==> src/rtl/hpt_pkg.sv <==
`timescale 1ns/1ps
package hpt_pkg;
   typedef enum logic [1:0] {
      WK_IDLE  = 2'd0,
      WK_ISSUE = 2'd1,
      WK_WAIT  = 2'd2
   } walk_state_t;

   localparam int CLUSTER_SLOTS = 16;
   localparam int CLUSTER_BITS  = 4;
endpackage

==> src/rtl/hpt_key_hash.sv <==
`timescale 1ns/1ps
module hpt_key_hash #(
   parameter int VPN_W       = 20,
   parameter int BUCKET_BITS = 8,
   parameter bit CLUSTERED   = 1'b0
) (
   input  logic [VPN_W-1:0]       vpn,
   output logic [VPN_W-1:0]       tag,
   output logic [3:0]             slot,
   output logic [BUCKET_BITS-1:0] bucket
);
   localparam int HALF = VPN_W / 2;

   generate
      if (CLUSTERED) begin : g_clustered
         // Tag drops the in-cluster page index; that index selects the slot.
         assign tag  = {{hpt_pkg::CLUSTER_BITS{1'b0}}, vpn[VPN_W-1:hpt_pkg::CLUSTER_BITS]};
         assign slot = vpn[hpt_pkg::CLUSTER_BITS-1:0];
      end else begin : g_flat
         assign tag  = vpn;
         assign slot = 4'd0;
      end
   endgenerate

   // Fold the two halves of the tag together and keep the low bucket bits.
   assign bucket = tag[HALF +: BUCKET_BITS] ^ tag[0 +: BUCKET_BITS];
endmodule

==> src/rtl/hpt_elem_match.sv <==
`timescale 1ns/1ps
module hpt_elem_match #(
   parameter int VPN_W     = 20,
   parameter int PFN_W     = 16,
   parameter int PTR_W     = 16,
   parameter bit CLUSTERED = 1'b0,
   parameter int ELEM_W    = 52
) (
   input  logic [VPN_W-1:0]  tag,
   input  logic [3:0]        slot,
   input  logic [ELEM_W-1:0] elem,
   output logic              hit,
   output logic [PFN_W-1:0]  pfn,
   output logic [PTR_W-1:0]  next
);
   localparam int TAG_LSB = PTR_W;
   localparam int FRM_LSB = PTR_W + VPN_W;

   logic tag_eq;

   assign next   = elem[PTR_W-1:0];
   assign tag_eq = (elem[TAG_LSB +: VPN_W] == tag);

   generate
      if (CLUSTERED) begin : g_clustered
         logic [PFN_W-1:0] frames [hpt_pkg::CLUSTER_SLOTS];
         for (genvar i = 0; i < hpt_pkg::CLUSTER_SLOTS; i++) begin : g_slot
            assign frames[i] = elem[FRM_LSB + i*PFN_W +: PFN_W];
         end
         assign pfn = frames[slot];
         assign hit = tag_eq;
      end else begin : g_flat
         assign pfn = elem[FRM_LSB +: PFN_W];
         assign hit = tag_eq && (slot == 4'd0);
      end
   endgenerate
endmodule

==> src/rtl/hpt_chain_walker.sv <==
`timescale 1ns/1ps
module hpt_chain_walker #(
   parameter int VPN_W       = 20,
   parameter int PFN_W       = 16,
   parameter int PTR_W       = 16,
   parameter int BUCKET_BITS = 8,
   parameter int MAX_STEPS   = 32,
   parameter bit CLUSTERED   = 1'b0,
   localparam int NSLOT      = CLUSTERED ? hpt_pkg::CLUSTER_SLOTS : 1,
   localparam int ELEM_W     = PTR_W + VPN_W + NSLOT * PFN_W,
   localparam int STEP_W     = $clog2(MAX_STEPS + 1)
) (
   input  logic              clk,
   input  logic              rst_n,
   input  logic              req_valid,
   input  logic [VPN_W-1:0]  req_vpn,
   output logic              req_ready,
   output logic              rsp_valid,
   output logic              rsp_hit,
   output logic              rsp_fault,
   output logic [PFN_W-1:0]  rsp_pfn,
   output logic [STEP_W-1:0] rsp_steps,
   output logic              mem_req_valid,
   output logic [PTR_W-1:0]  mem_req_addr,
   input  logic              mem_rsp_valid,
   input  logic [ELEM_W-1:0] mem_rsp_data
);
   import hpt_pkg::*;

   initial begin
      assert (VPN_W % 2 == 0) else $fatal(1, "VPN_W must be even");
      assert (BUCKET_BITS >= 1 && BUCKET_BITS <= VPN_W / 2) else $fatal(1, "BUCKET_BITS out of range");
      assert (PTR_W > BUCKET_BITS) else $fatal(1, "PTR_W must exceed BUCKET_BITS");
      assert (MAX_STEPS >= 1) else $fatal(1, "MAX_STEPS must be positive");
      assert (!CLUSTERED || VPN_W >= 8) else $fatal(1, "clustered mode needs VPN_W >= 8");
   end

   walk_state_t       state;
   logic              at_head;
   logic [PTR_W-1:0]  cur_ptr;
   logic [STEP_W-1:0] steps;
   logic [VPN_W-1:0]  vpn_q;

   logic [VPN_W-1:0]       tag;
   logic [3:0]             slot;
   logic [BUCKET_BITS-1:0] bucket;
   logic                   e_hit;
   logic [PFN_W-1:0]       e_pfn;
   logic [PTR_W-1:0]       e_next;

   hpt_key_hash #(
      .VPN_W(VPN_W), .BUCKET_BITS(BUCKET_BITS), .CLUSTERED(CLUSTERED)
   ) u_hash (
      .vpn(vpn_q), .tag(tag), .slot(slot), .bucket(bucket)
   );

   hpt_elem_match #(
      .VPN_W(VPN_W), .PFN_W(PFN_W), .PTR_W(PTR_W),
      .CLUSTERED(CLUSTERED), .ELEM_W(ELEM_W)
   ) u_match (
      .tag(tag), .slot(slot), .elem(mem_rsp_data),
      .hit(e_hit), .pfn(e_pfn), .next(e_next)
   );

   assign req_ready     = (state == WK_IDLE);
   assign mem_req_valid = (state == WK_ISSUE);
   assign mem_req_addr  = at_head ? PTR_W'(bucket) : cur_ptr;

   // Decision taken when a read returns.
   logic [STEP_W-1:0] steps_inc;
   logic              fin, fin_hit, fin_fault, follow;

   assign steps_inc = steps + 1'b1;

   always_comb begin
      fin       = 1'b0;
      fin_hit   = 1'b0;
      fin_fault = 1'b0;
      follow    = 1'b0;
      if (state == WK_WAIT && mem_rsp_valid) begin
         if (at_head) begin
            if (e_next == '0) fin = 1'b1;
            else              follow = 1'b1;
         end else if (e_hit) begin
            fin     = 1'b1;
            fin_hit = 1'b1;
         end else if (e_next == '0) begin
            fin = 1'b1;
         end else if (steps_inc == STEP_W'(MAX_STEPS)) begin
            fin       = 1'b1;
            fin_fault = 1'b1;
         end else begin
            follow = 1'b1;
         end
      end
   end

   always_ff @(posedge clk or negedge rst_n) begin
      if (!rst_n) begin
         state     <= WK_IDLE;
         at_head   <= 1'b0;
         cur_ptr   <= '0;
         steps     <= '0;
         vpn_q     <= '0;
         rsp_valid <= 1'b0;
         rsp_hit   <= 1'b0;
         rsp_fault <= 1'b0;
         rsp_pfn   <= '0;
         rsp_steps <= '0;
      end else begin
         rsp_valid <= 1'b0;
         case (state)
            WK_IDLE: begin
               if (req_valid) begin
                  vpn_q   <= req_vpn;
                  at_head <= 1'b1;
                  steps   <= '0;
                  state   <= WK_ISSUE;
               end
            end
            WK_ISSUE: state <= WK_WAIT;
            WK_WAIT: begin
               if (mem_rsp_valid && !at_head) steps <= steps_inc;
               if (follow) begin
                  cur_ptr <= e_next;
                  at_head <= 1'b0;
                  state   <= WK_ISSUE;
               end else if (fin) begin
                  state     <= WK_IDLE;
                  rsp_valid <= 1'b1;
                  rsp_hit   <= fin_hit;
                  rsp_fault <= fin_fault;
                  rsp_pfn   <= fin_hit ? e_pfn : '0;
                  rsp_steps <= at_head ? '0 : steps_inc;
               end
            end
            default: state <= WK_IDLE;
         endcase
      end
   end

   assert_one_read_R9: assert property (@(posedge clk) disable iff (!rst_n)
      mem_req_valid |=> !mem_req_valid);
   assert_pulse_R10: assert property (@(posedge clk) disable iff (!rst_n)
      rsp_valid |=> !rsp_valid);
   assert_no_early_rsp_R10: assert property (@(posedge clk) disable iff (!rst_n)
      (req_valid && req_ready) |=> (!rsp_valid && !req_ready));
   assert_cap_R7: assert property (@(posedge clk) disable iff (!rst_n)
      (rsp_valid && rsp_fault) |-> (!rsp_hit && rsp_steps == STEP_W'(MAX_STEPS)));
   assert_hit_steps_R6: assert property (@(posedge clk) disable iff (!rst_n)
      (rsp_valid && rsp_hit) |-> (rsp_steps != '0 && !rsp_fault));
   assert_no_read_on_rsp_R9: assert property (@(posedge clk) disable iff (!rst_n)
      rsp_valid |-> !mem_req_valid);
endmodule

==> config.mk <==
export PLATFORM = sky130hd
export DESIGN_NAME = hpt_chain_walker
export DESIGN_NICKNAME = d
export VERILOG_FILES = /design/src/rtl/hpt_pkg.sv /design/src/rtl/hpt_key_hash.sv /design/src/rtl/hpt_elem_match.sv /design/src/rtl/hpt_chain_walker.sv
export SDC_FILE = /design/constraint.sdc
export NUM_CORES = 1
export LEC_CHECK = 0
export BUFFER_PORTS_ARGS = -buffer_cell sky130_fd_sc_hd__buf_2
export CORE_ASPECT_RATIO = 2
export CORE_MARGIN = 2
export CORE_UTILIZATION = 29
export CTS_BUF_LIST = sky130_fd_sc_hd__clkbuf_16
export CTS_CLUSTER_DIAMETER = 100
export DETAILED_ROUTE_END_ITERATION = 10
export GPL_ROUTABILITY_DRIVEN = 1
export PLACE_DENSITY = 0.55
export REMOVE_ABC_BUFFERS = 1
export SYNTH_ARGS = -nofsm -noshare
export SYNTH_HDL_FRONTEND = slang
export SYNTH_SLANG_ARGS = --single-unit
==> constraint.sdc <==
create_clock -name clk -period 2.2 [get_ports clk]
set_clock_uncertainty 0.05 [all_clocks]
set_input_delay 0.11 -clock clk [delete_from_list [all_inputs] [get_ports clk]]
set_output_delay 0.11 -clock clk [all_outputs]
set_load 0.005 [all_outputs]
==> results.yml, run 1 <==
sta:
  tightest_slew_ps: 905
  hold_viol: 0
  setup_violations: 0
  tns_ps: 0
  relSlewSlack_pct: 39.7
  rsz0062_at_grt: "no"
  setup_slack_ps: 124
  maxSlewViolCount: 0
  max_freq_mhz: 482
  period_share_pct: 94.4
  fin_crit_ps: 2080
drt:
  vias: 2862
  wl_um: 9320
  vias_per_cell: 4.54
  drc: 0
  postRouteAntennaNets: 0
  drt-pass1-iter-count: 4
  wl_per_cell_um: 14.8
  drt_iter0_markers: 91
die:
  fp.coreArea_um2: 11200
  die_w_um: 79.6
  start_util_pct: 29.5
  die_h_um: 155
  num_io_pins: 119
  die_area_um2: 12300
  row_count: 55
yosys:
  yosys_warnings: 0
  ys_seq_area_share_pct: 52.9
  synth_edf_count: 0
  synthArstFlopShare_pct: 100
  postSynthCellCount: 306
  syn_area_per_cell_um2: 10.8
  synth.cell_area_um2: 3310
  synthFlopType: "dfrtp_1"
  ys_types: 39
  ys_seq_elements: 70
place:
  dp_cells: 562
  pre_cts_ws_ps: 75.8
  hpwl_um: 6810
  io_buffers: 118
  place_congestion: 0.814
finish:
  final_cell_mix: "buf_2, dfrtp_1, nand2_1, dlygate4sd3_1, xnor2_1"
  drive_above_1_share_pct: 34.6
  final_cell_count_no_fill: 630
  layout_commonest_cell: "buf_2"
  final_core_util_pct: 43.8
  area_growth_pct: 48.3
  layout.nets: 562
  antenna_cells: 0
worst_setup_path:
  criticalPathCategory: "input port to flip-flop"
  worst_setup_path_start_kind: "input port"
  cp_max_fo: 4
  critPathRequiredTime_ps: 2360
  cp.arrival_ps: 2240
  cp-end-kind: "flip-flop"
clock_tree:
  numCtsBuffers: 9
  root_buffer: "clkbuf_16"
  clock_latency_ps: 330
  clock-sinks: 70
  cts-htree-levels: 3
  cts_buffer_depth: 2
  clkTransAtPathRegs_ps: 60
  cts_tree: "yes"
power:
  vdd_ir_drop_max_mv: 0.563
  powerDensity_nw_per_um2: 1030
  leakage_nw: 2.52
  p_total_w: 0.00504
run:
  drv_cap: 0
grt:
  first_global_vias: 3126
  grt-ovfl-total: 0
  grt_antenna_before_repair: 0
  grt_pass1_wl_um: 14700
  grtUsageTotal_pct: 15.5
  grt_max_degree: 71
outcome:
  status: "finished clean"
min_path:
  hp-class: "input port to flip-flop"
==> timing repair <==
action / CTS / global route
endpoints found under the setup margin: 0 / 16
resized for setup: 0 / 1
buffers inserted: 0 / 0
endpoints found under the hold margin: 122 / 0
hold buffers: 53 / 0
==> synthesized netlist by cell type (2+ instances only) <==
cell type | instances | share of area (%)
a32o_1 | 3 | 0.91
xnor2_1 | 29 | 7.7
buf_4 | 6 | 1.4
a21oi_1 | 10 | 1.5
a21o_1 | 4 | 0.91
xor2_1 | 4 | 1.1
inv_1 | 2 | 0.23
mux2_4 | 9 | 4.1
nor4_1 | 4 | 0.76
clkbuf_1 | 8 | 0.91
a22o_1 | 20 | 5.3
nand4_1 | 7 | 1.3
nor2_1 | 18 | 2.0
mux2_2 | 7 | 2.4
a21oi_2 | 2 | 0.53
o21ai_0 | 4 | 0.60
nor2b_1 | 9 | 1.7
or2_2 | 2 | 0.38
nand3_1 | 3 | 0.45
dfrtp_1 | 70 | 53
nand2_1 | 66 | 7.5
ha_1 | 2 | 0.76
==> stage by stage <==
stage | hold WS (ps) | cell area [um2]
6_report | 160 | 4910
5_1_grt | 160 | 4910
4_1_cts | 149 | 4910
3_5_place_dp | 253 | 4100
3_3_place_gp | 247 | 4100
2_1_floorplan | -236 | 3220
==> cells by family (layout without fill, tap and decap cells) <==
group,Yosys count,after routing,synth area share [%]
buf+inv,17,199,3.10
flops,70,70,52.9
compound gates,48,48,11.1
simple gates,119,119,16.5
fa+ha+maj,2,2,0.755
mux,16,16,6.46
xor+xnor,34,34,9.21
==> layout make-up <==
cell class | instances | area [um2]
clock inverter | 6 | 55.1
tap | 142 | 178
timing repair buffer | 182 | 1230
fill | 1064 | 6300
clock buffer | 9 | 225
inverter | 2 | 7.51
sequential | 70 | 1750
multi-input combinational | 219 | 1470
==> metal layers <==
layer | part of all wire, % | wire length, um | track usage [%] | up-vias
li1 | - | - | - | 1407
met1 | 36 | 3360 | 15.1 | 1343
met2 | 56 | 5210 | 29.5 | 92
met3 | 4.9 | 461 | 3.77 | 20
met4 | 3.1 | 290 | 7.39 | 0
met5 | 0 | 0 | 0 | -
==> final timing paths <==
path	cells after the start	slack, ps	end	start
min in group asynchronous	2	410	state[1]	rst_n
worst min register to register	1	430	rsp_hit	rsp_hit
worst max register to register	7	150	cur_ptr[8]	vpn_q[14]
max in group asynchronous	2	1110	vpn_q[11]	rst_n
worst max-delay path	9	120	cur_ptr[8]	mem_rsp_data[10]
worst min-delay path	3	160	state[1]	mem_rsp_valid
==> registers in the layout, indices dropped and copies added, names as in the netlist <==
register	cells
steps	6
vpn_q	20
cur_ptr	16
rsp_steps	6
rsp_fault	1
at_head	1
state	2
rsp_hit	1
rsp_pfn	16
rsp_valid	1
==> critical path: stages <==
cell,delay (ps)
dlygate4sd3_1,540
buf_2,140
nor4_1,370
buf_4,190
and4_1,220
nor2_1,90
o21ai_4,100
buf_4,180
mux2_4,300
==> where the power goes <==
part,total (W),switching [W],internal [W]
registers,0.00198,0.000324,0.00165
clock network,0.00138,0.000518,0.000858
logic,0.00169,0.000757,0.000929
total,0.00504,0.00160,0.00344
Note: power is estimated with default switching activity, not from simulation.
==> run 2, diff against run 1 <==
CORE_ASPECT_RATIO = default   (was 2)
==> run 2 against run 1 <==
  * Critical path depth unchanged
  * Wire length decreased by 7.5%
  * Worst hold slack worse by 150 ps
  * Flip-flop and latch count did not move
  * Utilization up 0.26 points
  * Fmax grew 1.3%
  * Register-to-register slack improved by 20 ps
  * Highest routed layer unchanged
==> results.yml, run 2 (synthesis gave the netlist of run 1 again) <==
worst_setup_path:
  max_stage_delay_ps: 530
  reg2reg_slack_ps: 170
  cp_max_fo: 17
  cp.arrival_ps: 2210
  reg2regPathDepth: 7
  cp-end-kind: "flip-flop"
  slowest_stage: "dlygate4sd3_1"
  reg2reg_from: "vpn_q[14]"
  critPathLaunch: "mem_rsp_data[10]"
  reg2reg_to: "cur_ptr[5]"
  critPathRequiredTime_ps: 2360
  worst_setup_path_start_kind: "input port"
  criticalPathCategory: "input port to flip-flop"
  critical_path.cell_chain: "dlygate4sd3_1 > buf_2 > nor4_1 > buf_4 > and4_1 > nor2_1 > o21ai_4 > buf_12 > mux2_2"
  cp-endpoint: "cur_ptr[5]"
min_path:
  hp-class: "input port to flip-flop"
finish:
  largest_reg_flops: 20
  area_growth_pct: 49.9
  final_cell_mix: "buf_2, dfrtp_1, nand2_1, dlygate4sd3_1, xnor2_1"
  layout.nets: 559
  top_register: "vpn_q"
  fin_area_um2: 4970
  multi_input_area_um2: 1470
  final_cell_count_no_fill: 629
  nFillCells: 1062
  biggestRegsByFlops: "vpn_q: 20 flops, cur_ptr: 16 flops, rsp_pfn: 16 flops"
  drive_above_1_share_pct: 35.2
  layout_commonest_cell: "buf_2"
  regArea_um2: 1750
  antenna_cells: 0
die:
  start_util_pct: 29.4
  fp.coreArea_um2: 11300
  die_h_um: 111
  die_area_um2: 12300
  num_io_pins: 119
  row_count: 39
  die_w_um: 111
sta:
  tightest_slew_ps: 544
  fin_crit_ps: 2050
  relSlewSlack_pct: 63.7
  max_freq_mhz: 488
  setup_slack_ps: 150
  rsz0062_at_grt: "no"
  maxSlewViolCount: 0
  hold_viol: 0
  tns_ps: 0
  setup_violations: 0
  period_share_pct: 93.2
clock_tree:
  clock_latency_ps: 330
  cts_buffer_depth: 2
  root_buffer: "clkbuf_16"
  clock-sinks: 70
  cts_tree: "yes"
  numCtsBuffers: 9
  cts-htree-levels: 3
  clkTransAtPathRegs_ps: 60
  cts_setup_buffers: 0
drt:
  postRouteAntennaNets: 0
  wl_per_cell_um: 13.7
  drt_iter0_markers: 86
  wl_um: 8630
  vias: 2785
  drc: 0
  drt-pass1-iter-count: 4
  vias_per_cell: 4.43
place:
  placed_cell_area_um2: 4100
  io_buffers: 118
  place_congestion: 0.797
  dp_cells: 561
  hpwl_um: 6040
  pre_cts_ws_ps: 143
run:
  drv_cap: 0
grt:
  grt_antenna_before_repair: 0
  grt-ovfl-total: 0
  grt_max_degree: 38
  grt_pass1_wl_um: 14300
  first_global_vias: 2878
  grtUsageTotal_pct: 14.5
power:
  powerDensity_nw_per_um2: 1060
  leakage_nw: 2.53
  vdd_ir_drop_max_mv: 0.472
outcome:
  status: "finished clean"
run 2: changes by cell type in the layout (fill, tap and decap cells not counted):
cell | previous run | this run
nor3_4 | 1 | 0
dlygate4sd3_1 | 53 | 52
nor4_1 | 4 | 3
buf_4 | 10 | 7
inv_6 | 0 | 1
clkinv_1 | 1 | 0
nor4_2 | 0 | 1
nor3_2 | 0 | 1
bufinv_16 | 1 | 3
inv_1 | 3 | 2
buf_12 | 2 | 3
clkinv_4 | 0 | 1
clkinv_2 | 2 | 1
run 2: how the worst min path moves through the flow:
stage,startpoint,endpoint,slack (ps),cells past startpoint
3_3_place_gp,rst_n,cur_ptr[12],50,1
2_1_floorplan,rst_n,at_head,-240,0
5_1_grt,mem_rsp_data[2],cur_ptr[2],5,2
3_5_place_dp,rst_n,cur_ptr[12],50,1
6_report,mem_rsp_data[2],cur_ptr[2],8,2
4_1_cts,mem_rsp_data[2],cur_ptr[2],0.04,2
run 2: per-stage QoR:
step / util [%] / power [W] / hold WS, ps
6_report: 44.1 / 0.00528 / 7.54
5_1_grt: 44.1 / 0.00563 / 4.67
4_1_cts: 44.0 / 0.00538 / 0.0408
3_5_place_dp: 36.3 / 0.00359 / 47.9
3_3_place_gp: 36.3 / 0.00356 / 48.4
2_1_floorplan: - / 0.00296 / -236
run 2: worst max-delay path: cells and delay by family:
family	cells	cell delay, ps
buffers and inverters	4	1020
AND/OR/NAND/NOR	3	660
multiplexers	1	340
AO/OA/AOI/OAI	1	70
run 2: layout make-up:
cell class                 count  area share [%]
timing repair buffer         179            24.5
multi-input combinational    219            29.5
tap                          143            3.60
clock inverter                 7            2.42
sequential                    70            35.3
clock buffer                   9            4.53
inverter                       2           0.151
run 2: power breakdown:
part           switching [W]  internal, W
Clock               0.000559      0.00111
Sequential          0.000337      0.00165
Combinational       0.000702     0.000922
Total                0.00160      0.00369
run 2: routing by layer:
layer	wire, um	global-route usage [%]	vias up
li1	-	-	1403
met1	3910	18.4	1309
met2	4190	24.0	67
met3	444	4.65	6
met4	83	3.75	0
met5	0	0	-
run 2: repair_timing:
| action | in CTS | in global routing |
|---|---|---|
| endpoints found under the hold margin | 84 | 0 |
| resized for setup | 0 | 1 |
| endpoints found under the setup margin | 0 | 12 |
| hold buffers | 52 | 0 |
